===== src/rtl/rtc_bcd_pkg.sv =====
package rtc_bcd_pkg;
  localparam int unsigned BYTE_W     = 8;
  localparam int unsigned NUM_FIELDS = 7;
  localparam int unsigned IDX_SEC    = 0;
  localparam int unsigned IDX_MIN    = 1;
  localparam int unsigned IDX_HOUR   = 2;
  localparam int unsigned IDX_MDAY   = 3;
  localparam int unsigned IDX_MON    = 4;
  localparam int unsigned IDX_YEAR   = 5;
  localparam int unsigned IDX_WDAY   = 6;
  localparam int unsigned CTRL_OFS   = 13;
  localparam int unsigned CB_RUN     = 0;
  localparam int unsigned CB_MODE12  = 3;
  localparam int unsigned CB_CAPTURE = 6;
  localparam int unsigned CB_SHADOW  = 7;

  typedef logic [NUM_FIELDS-1:0][BYTE_W-1:0] fields_t;

  // reset: day 01, month 01, all else zero
  localparam fields_t FIELDS_RST = 56'h00_00_01_01_00_00_00;

  function automatic logic [7:0] bcd_inc(input logic [7:0] v);
    return (v[3:0] == 4'h9) ? {v[7:4] + 4'h1, 4'h0} : {v[7:4], v[3:0] + 4'h1};
  endfunction

  function automatic logic is_leap(input logic [7:0] y);
    logic [7:0] bin;
    bin = 8'(y[7:4] * 4'd10) + {4'h0, y[3:0]};
    return bin[1:0] == 2'b00;
  endfunction

  function automatic logic [7:0] month_len(input logic [7:0] mon, input logic [7:0] year);
    case (mon)
      8'h02:                      return is_leap(year) ? 8'h29 : 8'h28;
      8'h04, 8'h06, 8'h09, 8'h11: return 8'h30;
      default:                    return 8'h31;
    endcase
  endfunction
endpackage


===== src/rtl/rtc_prescale.sv =====
module rtc_prescale #(
  parameter int unsigned TICKS_PER_SEC = 32768
) (
  input  logic clk_i,
  input  logic rst_ni,
  input  logic tick_i,
  input  logic run_i,
  input  logic clr_i,
  output logic sec_evt_o
);
  localparam int unsigned PRE_W = (TICKS_PER_SEC > 1) ? $clog2(TICKS_PER_SEC) : 1;

  logic [PRE_W-1:0] cnt_q;
  logic             last;

  assign last      = (cnt_q == PRE_W'(TICKS_PER_SEC - 1));
  assign sec_evt_o = tick_i & run_i & ~clr_i & last;

  always_ff @(posedge clk_i or negedge rst_ni) begin
    if (!rst_ni)              cnt_q <= '0;
    else if (clr_i)           cnt_q <= '0;
    else if (tick_i && run_i) cnt_q <= last ? '0 : cnt_q + 1'b1;
  end
endmodule


===== src/rtl/rtc_time_chain.sv =====
module rtc_time_chain
  import rtc_bcd_pkg::*;
(
  input  logic                  clk_i,
  input  logic                  rst_ni,
  input  logic                  adv_i,
  input  logic                  mode12_i,
  input  logic [NUM_FIELDS-1:0] wr_en_i,
  input  logic [BYTE_W-1:0]     wr_data_i,
  output fields_t               now_o,
  output logic [3:0]            roll_o
);
  fields_t    fld_q, nxt;
  logic [3:0] roll_q;
  logic       step, sec_c, min_c, hr_wrap, hr_c, day_c, mon_c;
  logic [7:0] sec, min, hour, mday, mon, year, wday, h12;

  assign sec  = fld_q[IDX_SEC];
  assign min  = fld_q[IDX_MIN];
  assign hour = fld_q[IDX_HOUR];
  assign mday = fld_q[IDX_MDAY];
  assign mon  = fld_q[IDX_MON];
  assign year = fld_q[IDX_YEAR];
  assign wday = fld_q[IDX_WDAY];
  assign h12  = {3'b000, hour[4:0]};
  assign step = adv_i & ~(|wr_en_i);

  always_comb begin
    nxt   = fld_q;
    sec_c = (sec == 8'h59);
    min_c = sec_c & (min == 8'h59);
    nxt[IDX_SEC] = sec_c ? 8'h00 : bcd_inc(sec);
    if (sec_c) nxt[IDX_MIN] = (min == 8'h59) ? 8'h00 : bcd_inc(min);
    // hours: 12-hour mode flips PM at 11->12, wraps the day only when leaving PM
    if (mode12_i) begin
      hr_wrap = (h12 == 8'h11) & hour[7];
      if (h12 == 8'h11)      nxt[IDX_HOUR] = {~hour[7], 7'h12};
      else if (h12 == 8'h12) nxt[IDX_HOUR] = {hour[7], 7'h01};
      else                   nxt[IDX_HOUR] = {hour[7], bcd_inc(h12)[6:0]};
    end else begin
      hr_wrap = (hour == 8'h23);
      nxt[IDX_HOUR] = hr_wrap ? 8'h00 : bcd_inc(hour);
    end
    if (!min_c) nxt[IDX_HOUR] = hour;
    hr_c  = min_c & hr_wrap;
    day_c = hr_c & (mday == month_len(mon, year));
    mon_c = day_c & (mon == 8'h12);
    if (hr_c)  nxt[IDX_MDAY] = day_c ? 8'h01 : bcd_inc(mday);
    if (hr_c)  nxt[IDX_WDAY] = (wday == 8'h06) ? 8'h00 : bcd_inc(wday);
    if (day_c) nxt[IDX_MON]  = (mon == 8'h12) ? 8'h01 : bcd_inc(mon);
    if (mon_c) nxt[IDX_YEAR] = (year == 8'h99) ? 8'h00 : bcd_inc(year);
  end

  for (genvar i = 0; i < NUM_FIELDS; i++) begin : g_fld
    always_ff @(posedge clk_i or negedge rst_ni) begin
      if (!rst_ni)         fld_q[i] <= FIELDS_RST[i];
      else if (wr_en_i[i]) fld_q[i] <= wr_data_i;
      else if (step)       fld_q[i] <= nxt[i];
    end
  end

  always_ff @(posedge clk_i or negedge rst_ni) begin
    if (!rst_ni) roll_q <= '0;
    else         roll_q <= step ? {day_c, hr_c, min_c, sec_c} : 4'b0000;
  end

  assign now_o  = fld_q;
  assign roll_o = roll_q;
endmodule


===== src/rtl/rtc_reg_port.sv =====
module rtc_reg_port
  import rtc_bcd_pkg::*;
#(
  parameter int unsigned ADDR_W = 5
) (
  input  logic                  clk_i,
  input  logic                  rst_ni,
  input  logic                  req_i,
  input  logic                  we_i,
  input  logic                  burst_i,
  input  logic [ADDR_W-1:0]     addr_i,
  input  logic [BYTE_W-1:0]     wdata_i,
  input  fields_t               live_i,
  output logic [BYTE_W-1:0]     rdata_o,
  output logic                  run_o,
  output logic                  mode12_o,
  output logic [NUM_FIELDS-1:0] time_we_o
);
  localparam int unsigned IDX_W = $clog2(NUM_FIELDS);

  logic [ADDR_W-1:0] ptr_q, eff_addr;
  logic [BYTE_W-1:0] ctrl_q, rd_val, rdata_q;
  fields_t           shadow_q;
  logic              ctrl_we, capture;

  assign eff_addr = burst_i ? ptr_q : addr_i;
  assign ctrl_we  = req_i & we_i & (eff_addr == ADDR_W'(CTRL_OFS));
  assign capture  = ctrl_we & wdata_i[CB_CAPTURE];

  for (genvar i = 0; i < NUM_FIELDS; i++) begin : g_we
    assign time_we_o[i] = req_i & we_i & (eff_addr == ADDR_W'(i));
  end

  always_comb begin
    rd_val = '0;
    if (eff_addr < ADDR_W'(NUM_FIELDS))
      rd_val = ctrl_q[CB_SHADOW] ? shadow_q[eff_addr[IDX_W-1:0]] : live_i[eff_addr[IDX_W-1:0]];
    else if (eff_addr == ADDR_W'(CTRL_OFS))
      rd_val = ctrl_q;
  end

  always_ff @(posedge clk_i or negedge rst_ni) begin
    if (!rst_ni) begin
      ptr_q    <= '0;
      ctrl_q   <= '0;
      rdata_q  <= '0;
      shadow_q <= FIELDS_RST;
    end else begin
      if (req_i)          ptr_q   <= eff_addr + 1'b1;
      if (req_i && !we_i) rdata_q <= rd_val;
      if (ctrl_we) begin
        ctrl_q             <= wdata_i;
        ctrl_q[CB_CAPTURE] <= 1'b0;
      end
      if (capture) shadow_q <= live_i;
    end
  end

  assign rdata_o  = rdata_q;
  assign run_o    = ctrl_q[CB_RUN];
  assign mode12_o = ctrl_q[CB_MODE12];
endmodule


===== src/rtl/rtc_bcd_core.sv =====
module rtc_bcd_core
  import rtc_bcd_pkg::*;
#(
  parameter int unsigned TICKS_PER_SEC = 32768,
  parameter int unsigned ADDR_W        = 5
) (
  input  logic              clk_i,
  input  logic              rst_ni,
  input  logic              tick_i,
  input  logic              req_i,
  input  logic              we_i,
  input  logic              burst_i,
  input  logic [ADDR_W-1:0] addr_i,
  input  logic [7:0]        wdata_i,
  output logic [7:0]        rdata_o,
  output logic [7:0]        sec_o,
  output logic [7:0]        min_o,
  output logic [7:0]        hour_o,
  output logic [7:0]        mday_o,
  output logic [7:0]        mon_o,
  output logic [7:0]        year_o,
  output logic [7:0]        wday_o,
  output logic              sec_roll_o,
  output logic              min_roll_o,
  output logic              hour_roll_o,
  output logic              day_roll_o
);
  fields_t               now;
  logic [NUM_FIELDS-1:0] time_we;
  logic [3:0]            roll;
  logic                  run_w, mode12, sec_evt, time_wr_w;

  assign time_wr_w = |time_we;

  rtc_reg_port #(.ADDR_W(ADDR_W)) u_port (
    .clk_i, .rst_ni, .req_i, .we_i, .burst_i, .addr_i, .wdata_i,
    .live_i(now), .rdata_o, .run_o(run_w), .mode12_o(mode12), .time_we_o(time_we)
  );

  rtc_prescale #(.TICKS_PER_SEC(TICKS_PER_SEC)) u_pre (
    .clk_i, .rst_ni, .tick_i, .run_i(run_w), .clr_i(time_wr_w), .sec_evt_o(sec_evt)
  );

  rtc_time_chain u_chain (
    .clk_i, .rst_ni, .adv_i(sec_evt), .mode12_i(mode12), .wr_en_i(time_we),
    .wr_data_i(wdata_i), .now_o(now), .roll_o(roll)
  );

  assign sec_o       = now[IDX_SEC];
  assign min_o       = now[IDX_MIN];
  assign hour_o      = now[IDX_HOUR];
  assign mday_o      = now[IDX_MDAY];
  assign mon_o       = now[IDX_MON];
  assign year_o      = now[IDX_YEAR];
  assign wday_o      = now[IDX_WDAY];
  assign sec_roll_o  = roll[0];
  assign min_roll_o  = roll[1];
  assign hour_roll_o = roll[2];
  assign day_roll_o  = roll[3];
endmodule


===== config.mk =====
export PLATFORM = sky130hd
export DESIGN_NAME = rtc_bcd_core
export DESIGN_NICKNAME = d
export VERILOG_FILES = /design/src/rtl/rtc_bcd_pkg.sv /design/src/rtl/rtc_prescale.sv /design/src/rtl/rtc_time_chain.sv /design/src/rtl/rtc_reg_port.sv /design/src/rtl/rtc_bcd_core.sv
export SDC_FILE = /design/constraint.sdc
export NUM_CORES = 1
export LEC_CHECK = 0
export BUFFER_PORTS_ARGS = -buffer_cell sky130_fd_sc_hd__buf_2
export CORE_ASPECT_RATIO = 1.5
export CORE_MARGIN = 2
export CORE_UTILIZATION = 45
export DETAILED_ROUTE_END_ITERATION = 8
export GPL_TIMING_DRIVEN = 0
export PLACE_DENSITY = 0.64
export RECOVER_POWER = 100
export SETUP_SLACK_MARGIN = 0.2
export SYNTH_ARGS = -nofsm -noshare
export SYNTH_HDL_FRONTEND = slang
export SYNTH_SLANG_ARGS = --single-unit

===== constraint.sdc =====
create_clock -name clk_i -period 4.4 [get_ports clk_i]
set_input_delay 0.88 -clock clk_i [delete_from_list [all_inputs] [get_ports clk_i]]
set_output_delay 0.88 -clock clk_i [all_outputs]
set_load 0.01 [all_outputs]

### Word-level counts from Yosys, hierarchy flattened

Index checks and enable logic that the tools add are counted.

* bitwise gates (word level): 21
* add/subtract/negate cells: 18
* eq/ne operators: 31
* multipliers: 1
* reduce and logical (&&, ||, !) cells: 43
* multiplexer cells: 53
* order comparisons: 2

Operator list (count)
* 2-to-1 mux 8 bit: 41
* adder 4 x 1 -> 4 bit, second input constant: 14
* binary-select mux 8 bit (select 3 bit): 2
* 2-to-1 mux 15 bit: 3
* == test 4 bit, second input constant: 7
* nonzero test 2 bit: 14
* == test 8 x 3 -> 1 bit, second input constant: 3
* bitwise AND 1 bit: 19
* AND reduction 3 bit: 6
* nonzero test 3 bit: 6
* == test 8 x 5 -> 1 bit, second input constant: 2
* == test 8 x 7 -> 1 bit, second input constant: 2
* case mux 8 bit (2 select lines): 1
* adder 15 x 1 -> 15 bit, second input constant: 1
* == test 15 bit, second input constant: 1
* == test 5 x 3 -> 1 bit, second input constant: 3
* 2-to-1 mux 7 bit: 2
* AND reduction 2 bit: 7
* == test 5 x 2 -> 1 bit, second input constant: 2
* == test 5 bit, second input constant: 2
* == test 8 x 2 -> 1 bit, second input constant: 1
* == test 8 x 4 -> 1 bit, second input constant: 1
* == test 8 x 6 -> 1 bit, second input constant: 1
* == test 8 bit: 1
* other kinds (23): 27

* word-level logic and storage cells: 197
* bits of input ports: 19
* flip-flop bits (word level): 151

### Longest topological paths before layout

* depth in word-level cells: 11
* gate-level depth with buffers: 12
* depth with buffers taken out: 9

### Cells and area by module

From an unflattened synthesis, not the netlist that was laid out.

* cells, all modules: 1048
* area total of the unflattened synthesis: 9636.7 um^2

By module, submodules not included
* rtc_reg_port: cells an instance 470, times used 1, area each 4667.0 um^2
* rtc_time_chain: cells an instance 477, times used 1, area each 4095.2 um^2
* rtc_prescale: cells an instance 98, times used 1, area each 859.6 um^2
* rtc_bcd_core: cells an instance 3, times used 1, area each 15.0 um^2

### Least setup slack after synthesis

OpenSTA, ideal clock, no wires.

* path kind: input -> register
* start: input port burst_i
* end: register u_chain.fld_q (netlist bit u_chain.mon[2])
* buffers on the path: 3
* stages on the path: 11
* arrival time: 3.660 ns
* path slack: 0.658 ns
* required time: 4.318 ns
* path through: buf_2 mux2i_1 inv_1 clkbuf_1 ha_1 a2111oi_4 o211ai_1 or2_1 clkbuf_1 or4_1 a31oi_1

* word-level cells in the longest chain between the ends: 10
* elaborated cells between the ends (all ways): 24
* classes of those cells: eq/ne: 6; mux: 2; bitwise: 11; reduce/logical: 5

RTL lines
* from (decl): line rtc_bcd_core.sv:12 `input logic burst_i,`
* 2-to-1 mux 5 bit *: line rtc_reg_port.sv:26 `assign eff_addr = burst_i ? ptr_q : addr_i;`
* == test 5 x 1 -> 1 bit (tied with other cells): line rtc_reg_port.sv:31 `assign time_we_o[i] = req_i & we_i & (eff_addr == ADDR_W'(i));`
* bitwise AND 1 bit: line rtc_reg_port.sv:31
* OR reduction 7 bit: line rtc_time_chain.sv:26, rtc_bcd_core.sv:33
* inverter 1 bit: line rtc_prescale.sv:17, rtc_time_chain.sv:26
* bitwise AND 1 bit (2 in a row): line rtc_prescale.sv:17 `assign sec_evt_o = tick_i & run_i & ~clr_i & last;`
* bitwise AND 1 bit: line rtc_time_chain.sv:26 `assign step = adv_i & ~(|wr_en_i);`
* nonzero test 2 bit (no source line)
* AND reduction 2 bit (no source line)
* to (signal, indexed assignment): line rtc_time_chain.sv:56 `if (!rst_ni) fld_q[i] <= FIELDS_RST[i];`
* to (signal, indexed assignment): line rtc_time_chain.sv:57 `else if (wr_en_i[i]) fld_q[i] <= wr_data_i;`
* to (signal, indexed assignment): line rtc_time_chain.sv:58 `else if (step) fld_q[i] <= nxt[i];`
* to (decl): line rtc_time_chain.sv:13 `fields_t fld_q, nxt;`

Every way passes the cells marked *; elsewhere a longest branch is shown, timed or not.
A chain may end at the register's enable or synchronous reset.

### Final worst setup path

* start: input port burst_i
* end: register u_chain.fld_q (netlist bit u_chain.mday[5])

* word-level cells in the longest chain between the ends: 10
* elaborated cells between the ends (all ways): 25
* classes of those cells: eq/ne: 6; mux: 2; bitwise: 11; reduce/logical: 6

RTL lines (line)
* 2-to-1 mux 5 bit *: rtc_reg_port.sv:26
* == test 5 x 1 -> 1 bit (tied with other cells): rtc_reg_port.sv:31
* bitwise AND 1 bit: rtc_reg_port.sv:31
* OR reduction 7 bit: rtc_time_chain.sv:26, rtc_bcd_core.sv:33
* inverter 1 bit: rtc_prescale.sv:17, rtc_time_chain.sv:26
* bitwise AND 1 bit (2 in a row): rtc_prescale.sv:17
* bitwise AND 1 bit: rtc_time_chain.sv:26
* nonzero test 2 bit (no source line)
* AND reduction 3 bit (no source line)

Marked as above.

==> qor.txt <==
Crit path buf inv count: 6
Drt first pass iters: 5
Hold Path Origin: u_port.shadow_q[24]
Hold EP: u_port.shadow_q[24]
Tightest Hold Check Type: reg -> reg
WL final: 31200 um
Main flop type after synthesis: dfrtp_1
Worst-Margin Slew: 3.03 ns
GRT Util Overall: 0.292
R2r setup slk: 0.92 ns
CP max-delay cell: clkbuf_1
Vias in the first global route: 8526
Hold Violations, Final: 0
Count of cell types in the netlist: 79
Mapped cell area: 0.00941 sq mm
Fillers: 2011
R2R Path End: u_chain.mday[5]
CP Class: in -> reg
Pin count of the biggest net entering global routing: 93
CP Max Fanout: 11
CTS Buf Count: 17
Worst setup EP type: flip-flop
Syn avg cell area: 9.42 sq um
Register area share after synthesis: 0.402
Initial DRC count: 575
Routed len/inst: 22.6 um
Dpl cells: 1346
CP top delay family: buffers and inverters
Final cell count without fillers: 1382
Tmin final: 4.08 ns
Post-DP HPWL: 22800 um
Congestion Overflow GR: 0
Comb power frac: 0.350
Flops & latches, synth: 151
Slew Viols, Final: 60
Leak: 4.59 nW
Util after Layout: 0.523
Mapped Nets: 1045
Crit path cell chain: clkbuf_1, buf_2, mux2i_1, clkbuf_1, ha_1, a2111oi_4, o211ai_1, buf_4, or2_1, clkbuf_1, clkbuf_2, o21ai_0, a22oi_1
Reg power frac: 0.391
Clk network pwr share: 0.259
Die Y: 181 um
I/O pin cnt: 87
Critical Path AT: 4.45 ns
Area growth syn-to-layout: 13.9%
Clk_skew: 0.00870 ns
Number of port buffers: 81
Setup violations, final: 0
Max-Cap Viols: 1
R2R cell count: 11
Share of synthesized flip-flops with an asynchronous set or reset: 1.00
Clock buffer depth: 2
Pint: 3.26 mW
CP Launch Type: input port
Clk Latency, worst-skew pair: 0.45 ns
Hold_buf cts: 0
First-pass GRT wire length: 48600 um
CP peak stage delay: 0.58 ns
M2 GR Usage: 0.467
Cell Rows: 64
Max Freq: 0.245 GHz
Die Area: 0.0221 sq mm
WP data required: 4.76 ns
Core ar.: 0.0205 sq mm
Ys Warns: 0
Post-Syn Instances: 999
Routability cong.: 0.956
Initial core utilization: 0.459
RSZ-0062 raised after global routing: no
Max VDD drop: 0.260 mV
Worst hold margin: 0.486 ns
Post-synth EDFFs: 0
Vias per cell: 6.21
Met1 Track Usage GR: 0.361
Failing checks: capacitance limit, slew limit
Switch Pwr: 2.26 mW
GRT Max-Usage Layer: met2
Period utilisation layout: 0.928
Grt met3 use: 0.0508
H-tree Lvls: 4
Clock transition at path regs: 0.07 ns
Residual DRC count: 0
Nets@finish: 1150
Die W: 122 um
Initial antenna violation count: 1
Crit-path most repeated cell: clkbuf_1
Worst Hold Depth: 2
Vias: 8589
Worst reg2reg path startpoint: u_port.ptr_q[0]
Layout cell share with drive strength beyond 1: 0.122
TritonCTS sink count: 151
Switching share of power: 0.409
Pwr/cell area: 515 mW/mm^2
Antenna-violating nets left: 0
Status: finished, violations left
Root Driver: clkbuf_16
CTS tree: built
Relative slew slack: -1.02
worst max path at each step:
stage / from / endpoint / slack, ns / depth (start not counted)
floorplan: burst_i / u_chain.mon[2] / 0.66 / 11
global placement: burst_i / u_chain.hour[3] / -0.82 / 12
detailed placement: burst_i / u_chain.mon[4] / -0.81 / 12
CTS: burst_i / u_chain.mon[2] / 0.20 / 13
global route: burst_i / u_chain.mday[5] / 0.12 / 13
finish: burst_i / u_chain.mday[5] / 0.32 / 13
cell usage after synthesis (12+ instances only):
cell	count	share of area
buf_2	18	0.0096
nand4_1	23	0.015
and3_1	15	0.010
mux2_2	45	0.054
o211ai_1	21	0.017
nor2_1	79	0.032
a21oi_1	41	0.022
nor3_1	14	0.0074
dfrtp_1	147	0.39
nand3_1	34	0.018
clkbuf_1	42	0.017
inv_1	30	0.012
a31oi_1	28	0.019
ha_1	27	0.036
mux2i_1	61	0.065
nand2_1	98	0.039
o21ai_0	54	0.029
o2bb2ai_1	12	0.011
power by group through the flow:
stage / logic (mW) / registers (mW) / clock network, mW
after global placement: 1.91 / 2.17 / 0
final: 1.93 / 2.16 / 1.43
after global routing: 2.14 / 2.21 / 1.49
after CTS: 1.95 / 2.15 / 1.43
after detailed placement: 1.93 / 2.17 / 0
after floorplan: 1.22 / 2.10 / 0
worst reg2reg max path, delay by kind of cell, from the launching register on:
family | cells | cell delay, ns
AOI/OAI and AO/OA | 4 | 0.67
adders and majority gates | 1 | 0.50
muxes | 1 | 0.33
and+or+nand+nor | 1 | 0.13
buffers and inverters | 4 | 1.40
DFF | 1 | 0.37
stage by stage:
stage                     area, sq um  setup slack (ns)  total power [mW]  setup TNS [ns]
final                           10700             0.318              5.52               0
after global routing            10700             0.123              5.83               0
after CTS                       10800             0.201              5.52               0
after detailed placement        10200            -0.806              4.11          -22.69
after global placement          10100            -0.820              4.07          -25.79
after floorplan                  9410             0.658              3.32               0
cells in the final DEF (no fill, tap or decap), types with 8 or more instances in the layout:
cell type | Yosys | routed
or3_1 | 8 | 8
clkbuf_16 | 0 | 17
o21ai_0 | 54 | 55
a22oi_1 | 11 | 11
o211ai_1 | 21 | 21
o2bb2ai_1 | 12 | 12
dfrtp_1 | 147 | 147
nand3_1 | 34 | 34
nand2_1 | 98 | 98
xnor2_1 | 8 | 8
buf_2 | 18 | 28
inv_1 | 30 | 30
nor2_1 | 79 | 78
and3_1 | 15 | 15
mux2_2 | 45 | 45
nand4_1 | 23 | 23
o31ai_1 | 11 | 11
and2_1 | 9 | 9
clkbuf_1 | 42 | 116
nand2b_1 | 8 | 8
nor3_1 | 14 | 14
ha_1 | 27 | 25
mux2i_1 | 61 | 60
a31oi_1 | 28 | 28
xor2_1 | 11 | 11
a21oi_1 | 41 | 41
routing by layer:
metal / vias up / wire length, um
li1: 3914 / -
met2: 378 / 14800
met5: - / 0
met4: 0 / 2150
met3: 119 / 2010
met1: 4178 / 12200
state kept, by name (all words and copies together) (netlist names):
name / cells
u_chain.roll_o: 4
u_chain.mday: 8
u_port.shadow_q: 56
u_chain.wday: 8
u_port.ptr_q: 5
u_port.rdata_o: 8
u_pre.cnt_q: 15
u_chain.sec: 8
u_chain.year: 8
u_chain.mon: 8
u_chain.min: 8
u_chain.hour: 8
u_port.ctrl_q: 7
cell type report:
cell class / count / area [sq um] / area share
multi-input combinational: 751 / 5280 / 0.493
timing repair buffer: 87 / 384 / 0.0359
tap: 264 / 330 / 0.0308
inverter: 31 / 116 / 0.0109
antenna: 1 / 2.50 / 0.000234
sequential: 151 / 3780 / 0.353
buffer: 65 / 267 / 0.0249
clock inverter: 10 / 97.6 / 0.00911
clock buffer: 22 / 454 / 0.0424
kinds of logic (layout without fill, tap and decap cells):
| group | Yosys count | count (layout) | synth area share |
|---|---|---|---|
| muxes | 113 | 113 | 0.136 |
| other | 0 | 1 | 0 |
| AOI/OAI and AO/OA | 250 | 250 | 0.185 |
| DFF | 151 | 151 | 0.402 |
| adders and majority gates | 27 | 27 | 0.0359 |
| buffers and inverters | 97 | 215 | 0.0411 |
| xor gates and xnor gates | 19 | 19 | 0.0177 |
| and+or+nand+nor | 342 | 342 | 0.183 |
what timing repair did:
| action | CTS | global route |
|---|---|---|
| setup endpoints to repair | 43 | 53 |
| pin swaps | 2 | 1 |
| gates cloned | 0 | 0 |
| setup buffers | 2 | 2 |
| gates resized for setup | 5 | 8 |
(Power assumes the default switching activity.)
